`src/rtl/link_req_pkg.sv`:
```
// Package: register offsets, header field positions and completion codes
// shared by the launcher, its submodules and its checker.
package link_req_pkg;
    localparam int NUM_CFG  = 4;
    localparam int IDX_HDR  = 0;
    localparam int IDX_AM   = 1;
    localparam int IDX_ADR  = 2;
    localparam int IDX_DAT  = 3;
    localparam int CFG_OFS [NUM_CFG] = '{'h80, 'h84, 'h88, 'h90};
    localparam int OFS_STAT = 'hAC;
    localparam int OFS_KEY  = 'h24;

    localparam int HDR_W    = 24;
    localparam int CODE_W   = 12;

    // header control slice [29:24] as seen by the trigger logic
    localparam int CTL_CLR  = 5;   // header bit 29
    localparam int CTL_FRST = 4;   // header bit 28

    localparam logic [3:0] TRIG_ON_HDR = 4'h1;
    localparam logic [3:0] TRIG_ON_ADR = 4'h2;
    localparam logic [3:0] TRIG_ON_DAT = 4'h4;

    localparam logic [CODE_W-1:0] CODE_OK   = 12'h000;
    localparam logic [CODE_W-1:0] CODE_BUSY = 12'h005;
    localparam logic [CODE_W-1:0] CODE_TMO  = 12'h107;
endpackage

```
`src/rtl/lrl_regfile.sv`:
```
// Module: lrl_regfile
// Holds the four configuration words and flags which one the current bus
// write hits. Assumes one write per cycle at a byte offset; registers are
// written regardless of the launcher state.
module lrl_regfile
    import link_req_pkg::*;
#(
    parameter int ADDR_W = 12,
    parameter int DATA_W = 32
) (
    input  logic              clk,
    input  logic              rst_n,
    input  logic              wr_en,
    input  logic [ADDR_W-1:0] wr_addr,
    input  logic [DATA_W-1:0] wr_data,
    output logic [DATA_W-1:0] cfg_q [NUM_CFG],
    output logic [NUM_CFG-1:0] cfg_hit
);
    for (genvar i = 0; i < NUM_CFG; i++) begin : g_cfg
        // decode the write address for this register
        assign cfg_hit[i] = wr_en && (wr_addr == ADDR_W'(CFG_OFS[i]));

        // store the written word
        always_ff @(posedge clk) begin
            if (!rst_n)          cfg_q[i] <= '0;
            else if (cfg_hit[i]) cfg_q[i] <= wr_data;
        end
    end
endmodule

```
`src/rtl/lrl_trigger.sv`:
```
// Module: lrl_trigger
// Decides in the write cycle whether a request launches, and which launch
// actions apply. For a header write the select and flags come from the data
// being written; otherwise from the stored header. Pure combinational.
module lrl_trigger
    import link_req_pkg::*;
(
    input  logic [NUM_CFG-1:0] cfg_hit,
    input  logic [5:0]         wr_ctl,    // wr_data[29:24]
    input  logic [5:0]         hdr_ctl,   // stored header[29:24]
    input  logic               busy,
    output logic               launch,
    output logic               clr_code,
    output logic               fifo_rst
);
    logic [5:0] ctl;
    logic [3:0] sel;

    // pick the control bits that apply to this cycle and evaluate the trigger
    always_comb begin
        ctl    = cfg_hit[IDX_HDR] ? wr_ctl : hdr_ctl;
        sel    = ctl[3:0];
        launch = !busy && ((cfg_hit[IDX_HDR] && sel == TRIG_ON_HDR) ||
                           (cfg_hit[IDX_ADR] && sel == TRIG_ON_ADR) ||
                           (cfg_hit[IDX_DAT] && sel == TRIG_ON_DAT));
        clr_code = launch && ctl[CTL_CLR];
        fifo_rst = launch && ctl[CTL_FRST];
    end
endmodule

```
`src/rtl/lrl_sequencer.sv`:
```
// Module: lrl_sequencer
// Tracks the outstanding request: busy flag, confirmation timeout counter
// and the retained completion code. The first non-zero code is kept until
// cleared by a launch flag or a key reset. Assumes TMO_CYC >= 2.
module lrl_sequencer
    import link_req_pkg::*;
#(
    parameter int TMO_CYC = 2_500_000
) (
    input  logic              clk,
    input  logic              rst_n,
    input  logic              launch,
    input  logic              clr_code,
    input  logic              key_rst,
    input  logic              cfm_valid,
    input  logic [CODE_W-1:0] cfm_code,
    output logic              busy,
    output logic [CODE_W-1:0] code_q
);
    localparam int CNT_W = (TMO_CYC > 2) ? $clog2(TMO_CYC) : 1;
    localparam logic [CNT_W-1:0] CNT_LAST = CNT_W'(TMO_CYC - 1);

    logic [CNT_W-1:0] wait_cnt;

    // request state: launch, confirmation, timeout, key reset
    always_ff @(posedge clk) begin
        if (!rst_n) begin
            busy     <= 1'b0;
            wait_cnt <= '0;
            code_q   <= CODE_OK;
        end else if (key_rst) begin
            busy     <= 1'b0;
            wait_cnt <= '0;
            code_q   <= CODE_OK;
        end else if (busy) begin
            if (cfm_valid) begin
                busy <= 1'b0;
                if (code_q == CODE_OK) code_q <= cfm_code;
            end else if (wait_cnt == CNT_LAST) begin
                busy <= 1'b0;
                if (code_q == CODE_OK) code_q <= CODE_TMO;
            end else begin
                wait_cnt <= wait_cnt + 1'b1;
            end
        end else if (launch) begin
            busy     <= 1'b1;
            wait_cnt <= '0;
            if (clr_code) code_q <= CODE_OK;
        end
    end
endmodule

```
`src/rtl/link_req_launcher.sv`:
```
// Module: link_req_launcher (top)
// Register-triggered launcher of remote transfer requests. Builds the
// request from four configuration words, launches it on the write chosen by
// the header select field, and reports busy / completion through a status
// register. Assumes a single-cycle register write port and a combinational
// read port; the link side accepts req_valid without back-pressure.
module link_req_launcher
    import link_req_pkg::*;
#(
    parameter int ADDR_W  = 12,
    parameter int DATA_W  = 32,
    parameter int AM_W    = 6,
    parameter int TMO_CYC = 2_500_000
) (
    input  logic              clk,
    input  logic              rst_n,
    input  logic              wr_en,
    input  logic [ADDR_W-1:0] wr_addr,
    input  logic [DATA_W-1:0] wr_data,
    input  logic [ADDR_W-1:0] rd_addr,
    output logic [DATA_W-1:0] rd_data,
    output logic              req_valid,
    output logic [HDR_W-1:0]  req_hdr,
    output logic [AM_W-1:0]   req_am,
    output logic [DATA_W-1:0] req_addr,
    output logic [DATA_W-1:0] req_data,
    output logic              dma_fifo_rst,
    input  logic              cfm_valid,
    input  logic [CODE_W-1:0] cfm_code
);
    logic [DATA_W-1:0]  cfg_q [NUM_CFG];
    logic [NUM_CFG-1:0] cfg_hit;
    logic               launch;
    logic               clr_code;
    logic               fifo_rst;
    logic               busy;
    logic               key_rst;
    logic [CODE_W-1:0]  code_q;

    lrl_regfile #(.ADDR_W(ADDR_W), .DATA_W(DATA_W)) u_regs (
        .clk     (clk),
        .rst_n   (rst_n),
        .wr_en   (wr_en),
        .wr_addr (wr_addr),
        .wr_data (wr_data),
        .cfg_q   (cfg_q),
        .cfg_hit (cfg_hit)
    );

    lrl_trigger u_trig (
        .cfg_hit  (cfg_hit),
        .wr_ctl   (wr_data[29:24]),
        .hdr_ctl  (cfg_q[IDX_HDR][29:24]),
        .busy     (busy),
        .launch   (launch),
        .clr_code (clr_code),
        .fifo_rst (fifo_rst)
    );

    // key offset write of any data resets the request logic
    assign key_rst = wr_en && (wr_addr == ADDR_W'(OFS_KEY));

    lrl_sequencer #(.TMO_CYC(TMO_CYC)) u_seq (
        .clk       (clk),
        .rst_n     (rst_n),
        .launch    (launch),
        .clr_code  (clr_code),
        .key_rst   (key_rst),
        .cfm_valid (cfm_valid),
        .cfm_code  (cfm_code),
        .busy      (busy),
        .code_q    (code_q)
    );

    // one-cycle strobes following the triggering write
    always_ff @(posedge clk) begin
        if (!rst_n) begin
            req_valid    <= 1'b0;
            dma_fifo_rst <= 1'b0;
        end else begin
            req_valid    <= launch;
            dma_fifo_rst <= fifo_rst;
        end
    end

    // request fields come straight from the stored words
    assign req_hdr  = cfg_q[IDX_HDR][HDR_W-1:0];
    assign req_am   = cfg_q[IDX_AM][AM_W-1:0];
    assign req_addr = cfg_q[IDX_ADR];
    assign req_data = cfg_q[IDX_DAT];

    // read multiplexer over configuration and status
    always_comb begin
        rd_data = '0;
        for (int i = 0; i < NUM_CFG; i++)
            if (rd_addr == ADDR_W'(CFG_OFS[i])) rd_data = cfg_q[i];
        if (rd_addr == ADDR_W'(OFS_STAT))
            rd_data = busy ? DATA_W'(CODE_BUSY) : DATA_W'(code_q);
    end
endmodule

```
`config.mk`:
```
export PLATFORM = sky130hd
export DESIGN_NAME = link_req_launcher
export DESIGN_NICKNAME = d
export VERILOG_FILES = /design/src/rtl/link_req_pkg.sv /design/src/rtl/lrl_regfile.sv /design/src/rtl/lrl_trigger.sv /design/src/rtl/lrl_sequencer.sv /design/src/rtl/link_req_launcher.sv
export SDC_FILE = /design/constraint.sdc
export NUM_CORES = 1
export LEC_CHECK = 0
export BUFFER_PORTS_ARGS = -buffer_cell sky130_fd_sc_hd__buf_2
export CAP_MARGIN = 10
export CORE_MARGIN = 1.5
export CORE_UTILIZATION = 54
export CTS_CLUSTER_DIAMETER = 40
export DETAILED_ROUTE_END_ITERATION = 12
export PLACE_DENSITY = 0.81
export REMOVE_ABC_BUFFERS = 1
export SLEW_MARGIN = 25
export SYNTH_ARGS = -nofsm -noshare
export SYNTH_HDL_FRONTEND = slang
export SYNTH_SLANG_ARGS = --single-unit
```
`constraint.sdc`:
```
create_clock -name clk -period 3.4 [get_ports clk]
set_clock_uncertainty 0.1 [all_clocks]
set_input_delay 0 -clock clk [delete_from_list [all_inputs] [get_ports clk]]
set_output_delay 0 -clock clk [all_outputs]
set_load 0.01 [all_outputs]
```
== Word-level counts from Yosys, hierarchy flattened ==
Index checks and enable logic that the tools add are counted.
Widths: inputs -> output; s select.

* Register bits after elaboration: 165
* Output and inout bits: 128

* Mux-type cells: 22
* Bitwise operators: 1
* Eq/ne operators: 18
* Reduce and logical (&&, ||, !) cells: 20
* $add $sub $neg: 1

{| class="wikitable"
|+ Operator list
! operator !! count
|-
| $mux 32 || 5
|-
| $eq 12x8->1 const B || 9
|-
| $mux 12 || 8
|-
| $mux 22 || 4
|-
| $add 22x1->22 const B || 1
|-
| $eq 22x22->1 const B || 1
|-
| $eq 12x6->1 const B || 1
|-
| $logic_not 12->1 || 1
|-
| $logic_and 1x1->1 || 11
|-
| $mux 6 || 1
|-
| $ne 2x2->1 const B || 3
|-
| $eq 4x1->1 const B || 1
|-
| $eq 4x2->1 const B || 1
|-
| $eq 4x3->1 const B || 1
|-
| $mux 1 || 4
|-
| $reduce_and 4->1 || 1
|-
| $reduce_bool 2->1 || 2
|-
| $ne 3x3->1 const B || 1
|-
| $reduce_and 3->1 || 1
|-
| $logic_or 1x1->1 || 2
|-
| $reduce_or 2->1 || 1
|-
| $logic_not 1->1 || 1
|-
| $not 1->1 || 1
|}

== Depth between registers and ports, before layout ==
Gate-level depths: netlist of the first run.

* Word-level depth: 12
* Mapped depth: 10
* Depth with buffers taken out: 8

== Modules after synthesis ==
Synthesis of the first run repeated with hierarchy kept, for this count alone.

* Cells, all modules: 912
* Area, all modules: 8,190.4 µm²

{| class="wikitable"
|+ By module, submodules not included
! module !! cells an instance !! instances !! area an instance (µm²)
|-
| lrl_regfile || 461 || 1 || 4,853.4
|-
| lrl_sequencer || 216 || 1 || 1,870.5
|-
| link_req_launcher || 223 || 1 || 1,363.8
|-
| lrl_trigger || 12 || 1 || 102.6
|}

== Worst setup path after synthesis of the first run ==
OpenSTA, ideal clock, no wires.

* Path type: register to register
* From: register u_seq.wait_cnt[0]
* To: register u_seq.wait_cnt[15]
* Library setup time: 0.070 ns
* Path buffers: 2
* Setup slack: 0.651 ns
* Cell stages (with the launch flop): 11
* Arrival: 2.579 ns
* Cells stage by stage: dfxtp_1 -> ha_1 -> nand3_1 -> nand4b_1 -> o41ai_1 -> nand2_1 -> a21oi_2 -> buf_6 -> buf_2 -> o21ai_0 -> a21oi_1

* Word-level cells in the longest chain between the ends: 4
* Elaborated cells between the ends (all ways): 7
* Those cells by class: 1 x add/sub; 2 x eq/ne; 3 x mux; 1 x reduce/logical

{| class="wikitable"
|+ RTL lines
! item !! RTL line !! text
|-
| from (decl) || lrl_sequencer.sv:23 || <nowiki>logic [CNT_W-1:0] wait_cnt;</nowiki>
|-
| from (signal assigned) || lrl_sequencer.sv:43 || <nowiki>wait_cnt <= wait_cnt + 1'b1;</nowiki>
|-
| $add 22x1->22 || lrl_sequencer.sv:43 ||
|-
| $mux 22 || lrl_sequencer.sv:39 || <nowiki>end else if (wait_cnt == CNT_LAST) begin</nowiki>
|-
| $mux 22 || lrl_sequencer.sv:36 || <nowiki>if (cfm_valid) begin</nowiki>
|-
| $mux 22 || lrl_sequencer.sv:35 || <nowiki>end else if (busy) begin</nowiki>
|}

Several ways; a longest one is shown, not always the timed one. The select of a mux whose other input is x is not followed.
A chain may end at the register's enable or synchronous reset.

== Worst setup path after layout of the first run ==
* From: register u_seq.wait_cnt[0]
* To: register u_seq.wait_cnt[13]

The elaborated chain is that of the path after synthesis.

==> results, run 1 <==
- Setup repair after global routing left no endpoint under its margin.
- The number of placed instances, taps included, is 1241.
- CTS placed an instance of sky130_fd_sc_hd__clkbuf_16 at the clock tree root.
- Dividing total power by cell area gives a power density of a little over 400 nW/um^2.
- After technology mapping, the gate count stands at roughly 1000.
- For this run, design rule violations remaining after detail routing come to 0.
- The average cell area after synthesis is 8.32 um^2.
- The nature of the critical path endpoint is a register.
- The path type of the worst setup path is register to register.
- The first routing iteration left 539 violations.
- The leakage component of the power is between 4 and 5 nW.
- Entering global routing, the biggest net connects 127 pins.
- The minimum setup slack after placement is 0.490 ns.
- The global-route wire length before repair is 36200 um.
- Pin placement for this block handled 200 I/O pins.
- The post-synthesis async set-or-reset flop share is 0.
- The number of global-route vias before repair is just over 7000.
- Across the VDD grid, the largest voltage drop is about 0.34 mV.
- The highest-delay cell along the critical path is sky130_fd_sc_hd__a21oi_2.
- The class of the tightest hold or removal check is input pin to register.
- The finished layout holds approximately 1300 standard cells, fillers aside.
- The total iterations of the first detailed-routing run is 5.
- The number of different library cells in the post-synthesis netlist is between 50 and 60.
- The number of clock buffers added by TritonCTS is 17.
- Of all nets on the critical path, the largest fanout is 26.
- The total overflow left after global routing is 0.
- The routed length per placed instance is 17.4 um.
- The synthesis warning total is 0.
- The net count of the finished layout is 1200.
- The worst hold slack after final layout is approximately 0.041 ns.
- STA puts the critical path data required time at between 3 and 4 ns.
- The number of violations of the max-capacitance limit is 0.
- The number of antenna repair diodes is 0.
- The core outline area is between 10000 and 15000 um^2.
- For this run, the leading register cell type out of synthesis is sky130_fd_sc_hd__dfxtp_1.
- Post-CTS timing repair inserted 0 buffers for setup.
- Dividing the final minimum period by the clock period gives 0.885.
- The summed negative setup slack over all endpoints is 0 ns.
- The cell area that synthesis handed to floorplanning was 8240 um^2.
- The total die area is between 15000 and 20000 um^2.
- After routing the design area is slightly below 10000 um^2.
- The total number of H-tree levels is 4.
- The starting utilization of the core area is 0.560.
- For the worst setup path, the data arrival time is 3.27 ns.
- The flow ran to the end, and the final reports show no timing, DRC or antenna violations.
- Sorting the synthesized cells by area gives the leading types as sky130_fd_sc_hd__dfxtp_1 (40%), sky130_fd_sc_hd__nand2_1 (11%), sky130_fd_sc_hd__a21boi_0 (8.7%).
- In this run the core area contains 44 standard-cell rows.
- Counting flops and latches in the post-synthesis netlist gives between 150 and 200.
- The post-CTS clock slew at the launch and capture registers of the worst setup and hold paths is around 0.06 ns.
- The area growth from synthesis to layout is 18.9%.
- The global routing usage summed across all routing layers is 0.286.
- TritonCTS built the clock tree.
- The initial antenna violation count came to 0.
- The final period demand of the worst path is about 3 ns.
- In this run the horizontal extent of the chip is about 130 um.
- The leading area contributor after synthesis is sky130_fd_sc_hd__dfxtp_1.
- The longest individual stage delay on the worst path is approximately 0.7 ns.
- The number of gates resized after CTS was 0.
- The insertion delay of the later-clocked pin in the worst-skew pair is 0.43 ns.
- In the final layout, the share of cells above drive strength 1 is 0.232.
- The relative max-transition margin is 0.305.
- Setup slack closes at approximately 0.39 ns.
- From bottom edge to top edge, the die measures 126 um.
- The via count normalized by instance count is 5.69.
- The weighted congestion reported at the end of routability-driven placement is 0.854.
- STA classifies the critical path startpoint as a register.
- The post-place instance area is around 8700 um^2.
- The share of synthesized area in the top cell type comes to 0.401.
- Counting every sink on the clock net gives about 170.
- The share of synthesized area occupied by flip-flops and latches is 0.401.
- Static timing analysis puts the maximum clock frequency at 332 MHz.
- The maximum clock path buffer count is 2.
- The number of port buffers is 199.
- The final max-slew violation count is 0.
- The via count is 7530.
- The number of enable flip-flop cells after synthesis is 0.
- Hold repair after CTS inserted a little over 50 buffers.
- In this run the remaining antenna-violating nets after routing total 0.
- The worst-margin pin slew is 1.04 ns.
- After legalization and detailed placement, the total HPWL measured 14900 um.
- Walking the worst path, the cells encountered are ha_1 > nand3_1 > nand4b_1 > o41ai_1 > buf_4 > nand2_1 > a21oi_2 > o21ai_0 > a21oi_1.
- Setup violations remaining at the end of the flow were counted as 0.
- The final wirelength is between 20000 and 25000 um.
- The final number of hold-violating endpoints is 0.
[sequential cells by signal, summed over array words and instances, names as in the netlist]
register	count
u_seq.busy	1
u_seq.wait_cnt	22
dma_fifo_rst	1
req_valid	1
u_seq.code_q	12
u_regs.cfg_q	128
[worst max-delay path: cells and delay by family, from the launching register on]
| family | cells | cell delay, ns |
|---|---|---|
| AO/OA/AOI/OAI | 4 | 1.61 |
| flip-flops | 1 | 0.40 |
| adder cells (fa/ha/maj) | 1 | 0.20 |
| AND/OR/NAND/NOR | 3 | 0.39 |
| buffers and inverters | 1 | 0.23 |
[placed cells by master (no fill, tap or decap), types with 3 or more instances in the layout]
cell / count
sky130_fd_sc_hd__mux2i_1: 62
sky130_fd_sc_hd__o21ai_0: 10
sky130_fd_sc_hd__nor3b_1: 3
sky130_fd_sc_hd__nor2b_1: 36
sky130_fd_sc_hd__inv_1: 3
sky130_fd_sc_hd__clkinv_2: 3
sky130_fd_sc_hd__or4_1: 9
sky130_fd_sc_hd__and2_1: 5
sky130_fd_sc_hd__or3_1: 5
sky130_fd_sc_hd__nor2_1: 47
sky130_fd_sc_hd__nand4_1: 8
sky130_fd_sc_hd__buf_2: 199
sky130_fd_sc_hd__nand3_1: 19
sky130_fd_sc_hd__o22ai_1: 4
sky130_fd_sc_hd__a21oi_1: 21
sky130_fd_sc_hd__and3_1: 3
sky130_fd_sc_hd__nor3_1: 8
sky130_fd_sc_hd__clkinv_4: 5
sky130_fd_sc_hd__xor2_1: 5
sky130_fd_sc_hd__a221o_1: 19
sky130_fd_sc_hd__nor4b_1: 4
sky130_fd_sc_hd__a222oi_1: 3
sky130_fd_sc_hd__a22oi_1: 18
sky130_fd_sc_hd__xnor2_1: 3
sky130_fd_sc_hd__buf_4: 18
sky130_fd_sc_hd__or4_4: 3
sky130_fd_sc_hd__o31ai_1: 8
sky130_fd_sc_hd__dfxtp_1: 165
sky130_fd_sc_hd__clkbuf_16: 17
sky130_fd_sc_hd__a21boi_0: 95
sky130_fd_sc_hd__dlygate4sd3_1: 51
sky130_fd_sc_hd__nand2_1: 242
[Yosys cell counts (4+ instances only)]
cell and count:
sky130_fd_sc_hd__or4_1 9, sky130_fd_sc_hd__a21oi_1 21, sky130_fd_sc_hd__mux2i_1 62, sky130_fd_sc_hd__a21boi_0 95, sky130_fd_sc_hd__and2_1 4, sky130_fd_sc_hd__nand3_1 19, sky130_fd_sc_hd__o21ai_0 10, sky130_fd_sc_hd__clkbuf_1 48
sky130_fd_sc_hd__nor2b_1 36, sky130_fd_sc_hd__nor4b_1 4, sky130_fd_sc_hd__o22ai_1 4, sky130_fd_sc_hd__o31ai_1 8, sky130_fd_sc_hd__nand2_1 242, sky130_fd_sc_hd__buf_4 94, sky130_fd_sc_hd__buf_1 7, sky130_fd_sc_hd__a22oi_1 18
sky130_fd_sc_hd__dfxtp_1 165, sky130_fd_sc_hd__nor3_1 8, sky130_fd_sc_hd__or3_1 5, sky130_fd_sc_hd__nor2_1 49, sky130_fd_sc_hd__a221o_1 19, sky130_fd_sc_hd__xor2_1 5, sky130_fd_sc_hd__nand4_1 8
[final timing paths]
kind                            cells past startpoint                            from  slack (ns)                         endpoint
worst min-delay path                                4                      wr_addr[2]        0.04            u_seq.busy$_SDFF_PP0_
worst max register to register                      9  u_seq.wait_cnt[0]$_SDFFE_PP0P_        0.39  u_seq.wait_cnt[13]$_SDFFE_PP0P_
worst max-delay path                                9  u_seq.wait_cnt[0]$_SDFFE_PP0P_        0.39  u_seq.wait_cnt[13]$_SDFFE_PP0P_
worst min register to register                      2   u_regs.cfg_q[22]$_SDFFE_PN0P_        0.38    u_regs.cfg_q[22]$_SDFFE_PN0P_
[through the flow]
| step | power [mW] | util |
|---|---|---|
| 6_report | 4.00 | 0.666 |
| 5_1_grt | 4.11 | 0.666 |
| 4_1_cts | 4.01 | 0.666 |
| 3_5_place_dp | 2.12 | 0.592 |
| 3_3_place_gp | 2.12 | 0.592 |
| 2_1_floorplan | 2.01 | - |
[area by class of cell]
class                      count  area, um^2
clock inverter                13         125
tap                          184         230
clock buffer                  19         453
fill                        1198        4910
multi-input combinational    671        4000
timing repair buffer         269        1660
sequential                   165        3300
inverter                       3        11.3
[layer usage]
| layer | vias up | global-route usage | part of all wire |
|---|---|---|---|
| met1 | 3568 | 0.350 | 0.42 |
| li1 | 3582 | - | - |
| met3 | 54 | 0.0671 | 0.077 |
| met4 | 0 | 0.128 | 0.033 |
| met5 | - | 0 | 0 |
| met2 | 326 | 0.480 | 0.47 |
[logic make-up (layout without fill, tap and decap cells)]
| group | after synthesis | in the layout | share of synthesized area |
|---|---|---|---|
| AO/OA/AOI/OAI | 188 | 188 | 0.170 |
| flip-flops | 165 | 165 | 0.401 |
| multiplexers | 64 | 64 | 0.0781 |
| XOR/XNOR | 8 | 8 | 0.00851 |
| buffers and inverters | 154 | 304 | 0.114 |
| AND/OR/NAND/NOR | 410 | 410 | 0.227 |
| adder cells (fa/ha/maj) | 1 | 1 | 0.00152 |
[report_power, final]
group / leakage (nW) / switching (mW) / total, mW / internal [mW]
combinational: 2.53 / 0.0868 / 0.185 / 0.0982
sequential: 1.33 / 0.000119 / 1.93 / 1.93
clock: 0.286 / 0.825 / 1.88 / 1.06
Note: power is estimated with default switching activity, not from simulation.
==> run 2: changes to the inputs <==
Settings changed: CORE_UTILIZATION 54 to 58, PLACE_DENSITY 0.81 to 0.86.
Clock period 3.4 ns to 3.7 ns, I/O delays scaled along.
==> run 2 against run 1 <==
  * Setup slack better by 0.47 ns
  * Worst hold slack worse by 0.011 ns
  * Flip-flop and latch count stayed put
  * Utilization increased by 3.3 points
  * Combinational power fell by 10%
  * Sequential power down 8%
  * Critical path depth fell by 1
  * Die area fell by 6.7%
  * First-iteration DRC count unchanged
  * Design area shrank 0.93%
  * Non-clock buffer count decreased by 8
  * Critical endpoint is now u_seq.wait_cnt[20]$_SDFFE_PP0P_
  * Highest routed layer unchanged
==> results, run 2 (same netlist as run 1, synthesis figures left out) <==
- The run finished with clean final reports.
- The flip-flop count of the largest register after layout is 128 (unchanged).
- The final max-slew violation count is 0 (unchanged).
- The initial antenna violation count came to 1 (+1).
- The highest attainable clock frequency is 353 MHz (+6.1%).
- The length in cells of the worst reg-to-reg path is 8 (-1).
- By startpoint and endpoint, the worst setup path is classified as register to register.
- The vertical extent of the die is 122 um (-3.4%).
- The number of global-route vias before repair was 7126 (+0.88%).
- The global routing usage summed across all routing layers is 0.303 (+0.0170).
- The remaining number of nets flagged by the antenna check after routing came to 0 (unchanged).
- The via count is 7494 (-0.48%).
- The relative max-transition margin is 0.344 (+0.0394).
- The worst setup path is captured at a register.
- The class of the tightest hold or removal check is input pin to register.
- The clock sink count is 165 (unchanged).
- The worst-margin pin slew was 0.970 ns (-0.0728 ns).
- The total power is 3.64 mW (-9.1%).
- The weighted congestion reported at the end of routability-driven placement is 0.830 (-2.9%).
- The power per unit of standard cell area was 375 nW/um^2 (-8.2%).
- The routed length per placed instance is 17.3 um (-0.58%).
- The number of violations of the max-capacitance limit came to 0 (unchanged).
- The post-CTS clock slew at the launch and capture registers of the worst setup and hold paths was 0.06 ns (about the same).
- The total die area was 14900 um^2 (-6.7%).
- The half-perimeter wire length after placement is 14600 um (-2.6%).
- The most frequent standard cell in the layout excluding fill and tap cells is sky130_fd_sc_hd__nand2_1.
- The summed negative setup slack over all endpoints came to 0 ns (unchanged).
- STA classifies the critical path startpoint as a register.
- The total number of H-tree levels is 4 (unchanged).
- The via count normalized by instance count is 5.73 (+0.74%).
- The starting utilization of the core area is 0.593 (+0.0330).
- The area added between synthesis and finish is 17.7%.
- The largest fanout on the critical path is 26 (unchanged).
- The maximum clock path buffer count is 2 (unchanged).
- The number of nets in the layout is 1192 (-0.67%).
- TritonCTS built the clock tree.
- The quantity of hold-fixing buffers added after cts is 48 (-5.9%).
- The data arrival time of the critical path came to 3.07 ns (-0.20 ns).
- The leakage component of the power came to 4.09 nW (-1.3%).
- The data required time at the worst endpoint is 3.94 ns (+0.28 ns).
- The startpoint identified for the worst register-to-register timing path is u_seq.wait_cnt[0]$_SDFFE_PP0P_.
- The portion of the clock cycle consumed by the worst path in the final layout is 0.766 (-0.118).
- The clock buffer count from CTS is 17 (unchanged).
- The top cell types in the final layout, fill and taps aside, are sky130_fd_sc_hd__nand2_1 (242), sky130_fd_sc_hd__buf_2 (199), sky130_fd_sc_hd__dfxtp_1 (165).
- The worst hold slack after final layout is 0.0304 ns (-0.0109 ns).
- The width of the chip is 122 um (-3.4%).
- The total iterations of the first detailed-routing run came to 5 (unchanged).
- The core outline area is 13900 um^2 (-5.6%).
- The final number of hold-violating endpoints is 0 (unchanged).
- The internal reg-to-reg setup slack is 0.86 ns (+0.47 ns).
- The iteration-0 DRC count of the detailed router is 539 (unchanged).
- The largest registers in the layout are u_regs.cfg_q x128, u_seq.wait_cnt x22, u_seq.code_q x12.
- The final period demand of the worst path was 2.84 ns (-0.173 ns).
- The final wirelength is 22600 um (-1.8%).
- Ranked by flip-flop count, first place goes to u_regs.cfg_q.
- The cell row count is 43 (-2.3%).
- The leftover overflow at the end of global routing was 0 (unchanged).
- The total placed cells including tap cells came to 1232 (-0.73%).
- In this run the most critical hold path is launched from cfm_valid.
- The count of instances resized after the clock tree is built is 0 (unchanged).
- The global-route wire length before repair is 35300 um (-2.5%).
- The number of port buffers was 199 (unchanged).
- The largest net degree at the start of global routing is 97 (-24%).
- The number of setup violations in the final report came to 0 (unchanged).
- The end of the worst hold path is u_seq.wait_cnt[1]$_SDFFE_PP0P_.
- The fraction of layout cells with a size suffix above 1 was 0.224 (-0.00709).
- The post-CTS setup buffer count is 0 (unchanged).
- The count of cells along the worst hold path came to 5 (+1).
- The worst IR drop on VDD is 0.303 mV (-10%).
- The insertion delay of the later-clocked pin in the worst-skew pair is 0.42 ns (about the same).
- The top-level I/O count is 200 (unchanged).
- Setup repair after global routing left no endpoint under its margin.
- In this run the critical register-to-register path is captured at u_seq.wait_cnt[20]$_SDFFE_PP0P_.
- The final cell count without fillers is 1308 (-1.2%).
- The total DRC errors in the routed layout is 0 (unchanged).
- The root buffer cell is sky130_fd_sc_hd__clkbuf_16.
## run 2: cell types whose count changed in the layout (fill, tap and decap cells not counted), moves of 2 or more
| cell | before | now |
|---|---|---|
| sky130_fd_sc_hd__clkinv_4 | 5 | 0 |
| sky130_fd_sc_hd__dlygate4sd3_1 | 51 | 48 |
| sky130_fd_sc_hd__buf_4 | 18 | 13 |
| sky130_fd_sc_hd__inv_6 | 2 | 0 |
| sky130_fd_sc_hd__clkbuf_1 | 0 | 2 |
## run 2: layer usage
metal  track usage  routed length (um)  up-vias
met5             0                   0        -
met4         0.128                 758        0
met3        0.0749                1730       58
met2         0.510               10900      344
met1         0.368                9260     3536
li1              -                   -     3556
## run 2: per-stage QoR
step           utilization  area (um^2)  setup WS (ns)
2_1_floorplan            -         7310          0.107
3_3_place_gp         0.624         8660          0.821
3_5_place_dp         0.624         8660          0.715
4_1_cts              0.698         9690          0.900
5_1_grt              0.698         9690          0.538
6_report             0.699         9700          0.864
## run 2: how the worst max path moves through the flow
stage | from | endpoint | slack [ns] | cells past startpoint
2_1_floorplan | rd_addr[1] | rd_data[30] | 0.11 | 5
3_3_place_gp | wr_addr[1] | u_seq.wait_cnt[3]$_SDFFE_PP0P_ | 0.82 | 8
3_5_place_dp | wr_addr[1] | u_seq.wait_cnt[7]$_SDFFE_PP0P_ | 0.71 | 7
4_1_cts | u_seq.wait_cnt[0]$_SDFFE_PP0P_ | u_seq.wait_cnt[13]$_SDFFE_PP0P_ | 0.90 | 8
5_1_grt | u_seq.wait_cnt[0]$_SDFFE_PP0P_ | u_seq.wait_cnt[13]$_SDFFE_PP0P_ | 0.54 | 8
6_report | u_seq.wait_cnt[0]$_SDFFE_PP0P_ | u_seq.wait_cnt[20]$_SDFFE_PP0P_ | 0.86 | 8
## run 2: critical path, cell delays in order, from the launching register on
cell and delay, ns:
sky130_fd_sc_hd__dfxtp_1 0.40, sky130_fd_sc_hd__ha_1 0.19, sky130_fd_sc_hd__nand3_1 0.12, sky130_fd_sc_hd__nand4b_1 0.22, sky130_fd_sc_hd__o41ai_1 0.53, sky130_fd_sc_hd__nand2_1 0.12, sky130_fd_sc_hd__a21oi_2 0.70, sky130_fd_sc_hd__o31ai_1 0.21
sky130_fd_sc_hd__a21oi_1 0.16
## run 2: where the power goes
part           switching (mW)  internal (mW)
Sequential           0.000111           1.78
Clock                   0.667           1.03
Combinational          0.0794         0.0870
Total                   0.746           2.89
## run 2: layout make-up
class	instances	area, um^2
multi-input combinational	671	4010
inverter	3	11.3
sequential	165	3300
fill	1093	4180
antenna	1	2.50
tap	180	225
clock inverter	5	77.6
clock buffer	22	474
timing repair buffer	261	1590
==> run 3: changes to the inputs <==
Settings changed: CORE_UTILIZATION 58 to 49, PLACE_DENSITY 0.86 to 0.77.
Clock period 3.7 ns to 2.6 ns, I/O delays scaled along.
==> run 3 against run 2 <==
  * Via count up 0.89%
  * Sequential power up 42%
  * Non-clock buffer count up 21
  * Routed wire length up 4.7%
  * Setup slack worse by 0.63 ns
  * Utilization down 8.9 points
  * Maximum frequency up 20%
  * Die area up 18%
  * Flip-flop and latch count unchanged
  * Count of clock-buffer cells in the layout down 3
  * Register-to-register slack worse by 0.63 ns
  * Global-route usage down 3.7 points
  * Largest cell class unchanged
  * Highest routed layer unchanged
==> results, run 3 (same netlist as run 1, synthesis figures left out) <==
- The top-level I/O count is 200 (unchanged).
- The longest individual stage delay on the worst path is 0.53 ns (-0.17 ns).
- The number of nets in the layout is 1213 (+1.8%).
- The clock buffer count from CTS is 17 (unchanged).
- The half-perimeter wire length after placement was 15300 um (+5.1%).
- The number of antenna repair diodes is 0 (-1).
- The total placed cells including tap cells was 1295 (+5.1%).
- The detailed route wirelength on metal3 came to 1760 um (+1.6%).
- The area added between synthesis and finish is 22.4%.
- The final max-slew violation count is 0 (unchanged).
- The part of the power in registers is 0.460 (-0.029).
- The top cell types in the final layout, fill and taps aside, are sky130_fd_sc_hd__nand2_1 (242), sky130_fd_sc_hd__buf_2 (199), sky130_fd_sc_hd__dfxtp_1 (165).
- The width of the chip came to 133 um (+8.6%).
- The worst hold path begins at wr_addr[2].
- The final wirelength is 23700 um (+4.7%).
- The final period demand of the worst path came to 2.36 ns (-0.473 ns).
- The TritonCTS clock tree is built.
- The flip-flop count of the largest register after layout was 128 (unchanged).
- The largest net degree at the start of global routing came to 74 (-24%).
- The total iterations of the first detailed-routing run was 5 (unchanged).
- The total die area was 17600 um^2 (+18%).
- The total routed wire length on the met1 layer is 10100 um (+9.2%).
- The post-place instance area came to 8970 um^2 (+3.6%).
- The post-route standard cell area excluding fillers came to 10100 um^2 (+4.0%).
- The nature of the critical path endpoint is a register.
- The vertical extent of the die was 133 um (+8.6%).
- The net switching fraction of the power came to 0.216 (+0.0109).
- The total internal power is 4.31 mW (+49%).
- The total number of H-tree levels was 4 (unchanged).
- The largest registers in the layout are u_regs.cfg_q x128, u_seq.wait_cnt x22, u_seq.code_q x12.
- The global routing usage summed across all routing layers came to 0.266 (-0.0366).
- Walking the worst path, the cells encountered are ha_1 > nand3_1 > nand4b_1 > o41a_1 > nor2_1 > a21oi_2 > buf_12 > mux2i_1.
- The fraction of layout cells with a size suffix above 1 is 0.245 (+0.0201).
- The class of the tightest hold or removal check is input pin to register.
- u_regs.cfg_q holds more flip-flops than any other register.
- The power share of the clock group was 0.495 (+0.029).
- The initial antenna violation count is 0 (-1).
- The total DRC errors in the routed layout is 0 (unchanged).
- The number of port buffers is 199 (unchanged).
- The worst IR drop on VDD was 0.469 mV (+55%).
- The worst hold slack after final layout is 0.0795 ns (+0.0491 ns).
- The endpoint of the lowest-slack register-to-register path is u_seq.code_q[4]$_SDFFE_PP0P_.
- In this run the critical register-to-register path is launched from u_seq.wait_cnt[0]$_SDFFE_PP0P_.
- The global-route wire length before repair is 37500 um (+6.1%).
- The final worst slack is 0.237 ns (-0.627 ns).
- The count of cells along the worst hold path is 4 (-1).
- The total power came to 5.49 mW (+51%).
- The number of violations of the max-capacitance limit is 0 (unchanged).
- The via count was 7561 (+0.89%).
- The data required time at the worst endpoint is 2.85 ns (-1.09 ns).
- The total net switching power came to 1.19 mW (+59%).
- Setup repair after global routing left no endpoint under its margin.
- The number of inserted filler cells in the final layout is 1402 (+28%).
- The worst setup path is launched from a register.
- The via count normalized by instance count is 5.51 (-3.9%).
- The detailed router used layers up to and including met4.
- The starting utilization of the core area is 0.498 (-0.0949).
- The core outline area is 16500 um^2 (+19%).
- The highest attainable clock frequency was 423 MHz (+20%).
- The final number of hold-violating endpoints came to 0 (unchanged).
- The largest fanout on the critical path is 8 (-69%).
- The worst-margin pin slew came to 0.777 ns (-0.193 ns).
- The clock sink count is 165 (unchanged).
- The iteration-0 DRC count of the detailed router was 452 (-16%).
- The minimum setup slack after placement was -0.127 ns (-0.842 ns).
- The maximum clock path buffer count is 2 (unchanged).
- The data arrival time of the critical path came to 2.61 ns (-0.46 ns).
- The number of setup violations in the final report is 0 (unchanged).
- The insertion delay of the later-clocked pin in the worst-skew pair is 0.43 ns (about the same).
- The post-CTS clock slew at the launch and capture registers of the worst setup and hold paths is 0.06 ns (about the same).
- For hold timing, the worst endpoint is u_seq.busy$_SDFF_PP0_.
- The combinational share of power came to 0.045 (about the same).
- The run finished with clean final reports.
- The library cell used most frequently in the layout, excluding fill and tap cells, is sky130_fd_sc_hd__nand2_1.
- The met2 wirelength from detailed routing is 11200 um (+2.8%).
- The cell sitting at the root of the clock tree is a sky130_fd_sc_hd__clkbuf_16.
- The remaining number of nets flagged by the antenna check after routing is 0 (unchanged).
- The portion of the clock cycle consumed by the worst path in the final layout was 0.909 (+0.142).
- The number of global-route vias before repair is 7321 (+2.7%).
- The final cell count without fillers is 1373 (+5.0%).
- The highest-delay cell along the critical path is sky130_fd_sc_hd__o41a_1.
- The relative max-transition margin was 0.476 (+0.131).
- The internal reg-to-reg setup slack is 0.24 ns (-0.63 ns).
- The path type of the worst setup path is register to register.
- The length in cells of the worst reg-to-reg path is 8 (unchanged).
- The routed length per placed instance is 17.2 um (-0.22%).
- The leakage component of the power is 4.27 nW (+4.3%).
- The power per unit of standard cell area is 545 nW/um^2 (+45%).
- The leftover overflow at the end of global routing is 0 (unchanged).
- The cell row count is 47 (+9.3%).
- The weighted congestion reported at the end of routability-driven placement is 0.832 (+0.25%).
-- run 3: changes by cell type in the layout (fill, tap and decap cells not counted), sizes merged --
cell,before,now
clkinvlp,1,3
buf,213,236
bufinv,2,4
clkinv,2,4
diode,1,0
clkbuf,22,19
inv,3,5
dlygate4sd3,48,46
-- run 3: power by group through the flow --
stage / combinational [mW] / clock (mW) / sequential, mW
finish: 0.246 / 2.72 / 2.53
CTS: 0.243 / 2.74 / 2.53
floorplan: 0.0501 / 0 / 2.58
global route: 0.260 / 2.83 / 2.53
detailed placement: 0.187 / 0 / 2.58
global placement: 0.185 / 0 / 2.58
-- run 3: worst max path at each step --
stage | startpoint | endpoint | slack, ns | cells past startpoint
global route | u_seq.wait_cnt[0]$_SDFFE_PP0P_ | u_seq.wait_cnt[21]$_SDFFE_PP0P_ | 0.01 | 10
detailed placement | wr_addr[1] | u_seq.wait_cnt[21]$_SDFFE_PP0P_ | -0.13 | 9
global placement | wr_addr[1] | u_seq.wait_cnt[18]$_SDFFE_PP0P_ | -0.09 | 9
floorplan | rd_addr[1] | rd_data[30] | -0.99 | 5
finish | u_seq.wait_cnt[0]$_SDFFE_PP0P_ | u_seq.code_q[4]$_SDFFE_PP0P_ | 0.24 | 8
CTS | u_seq.wait_cnt[0]$_SDFFE_PP0P_ | u_seq.wait_cnt[8]$_SDFFE_PP0P_ | 0.12 | 10
-- run 3: area by class of cell --
type	instances	area [um^2]	share of cell area
Clock buffer	19	443	0.0439
Sequential cell	165	3300	0.328
Inverter	3	11.3	0.00112
Tap cell	220	275	0.0273
Clock inverter	13	198	0.0196
Multi-Input combinational cell	671	4020	0.398
Timing Repair Buffer	282	1830	0.182
-- run 3: critical path, delay by kind of cell (launching register included) --
kind                     cells  cell delay [ns]
buffers and inverters        1             0.15
AND/OR/NAND/NOR              3             0.66
flip-flops                   1             0.41
multiplexers                 1             0.17
AO/OA/AOI/OAI                2             0.61
adder cells (fa/ha/maj)      1             0.19
-- run 3: stage by stage --
stage           util  setup TNS [ns]
3_5_place_dp   0.543           -1.12
5_1_grt        0.610               0
2_1_floorplan      -          -46.02
4_1_cts        0.610               0
3_3_place_gp   0.543          -0.802
6_report       0.610               0
-- run 3: what timing repair did --
| item | CTS | global route |
|---|---|---|
| endpoints found under the setup margin | 0 | 8 |
| hold buffers | 46 | 0 |
| endpoints found under the hold margin | 142 | 0 |
| gates resized for setup | 0 | 1 |
| setup buffers | 0 | 0 |
-- run 3: routing by layer --
layer	vias to the layer above	GRT usage
met5	-	0
met3	49	0.0736
met1	3618	0.328
met2	292	0.442
li1	3602	-
met4	0	0.106
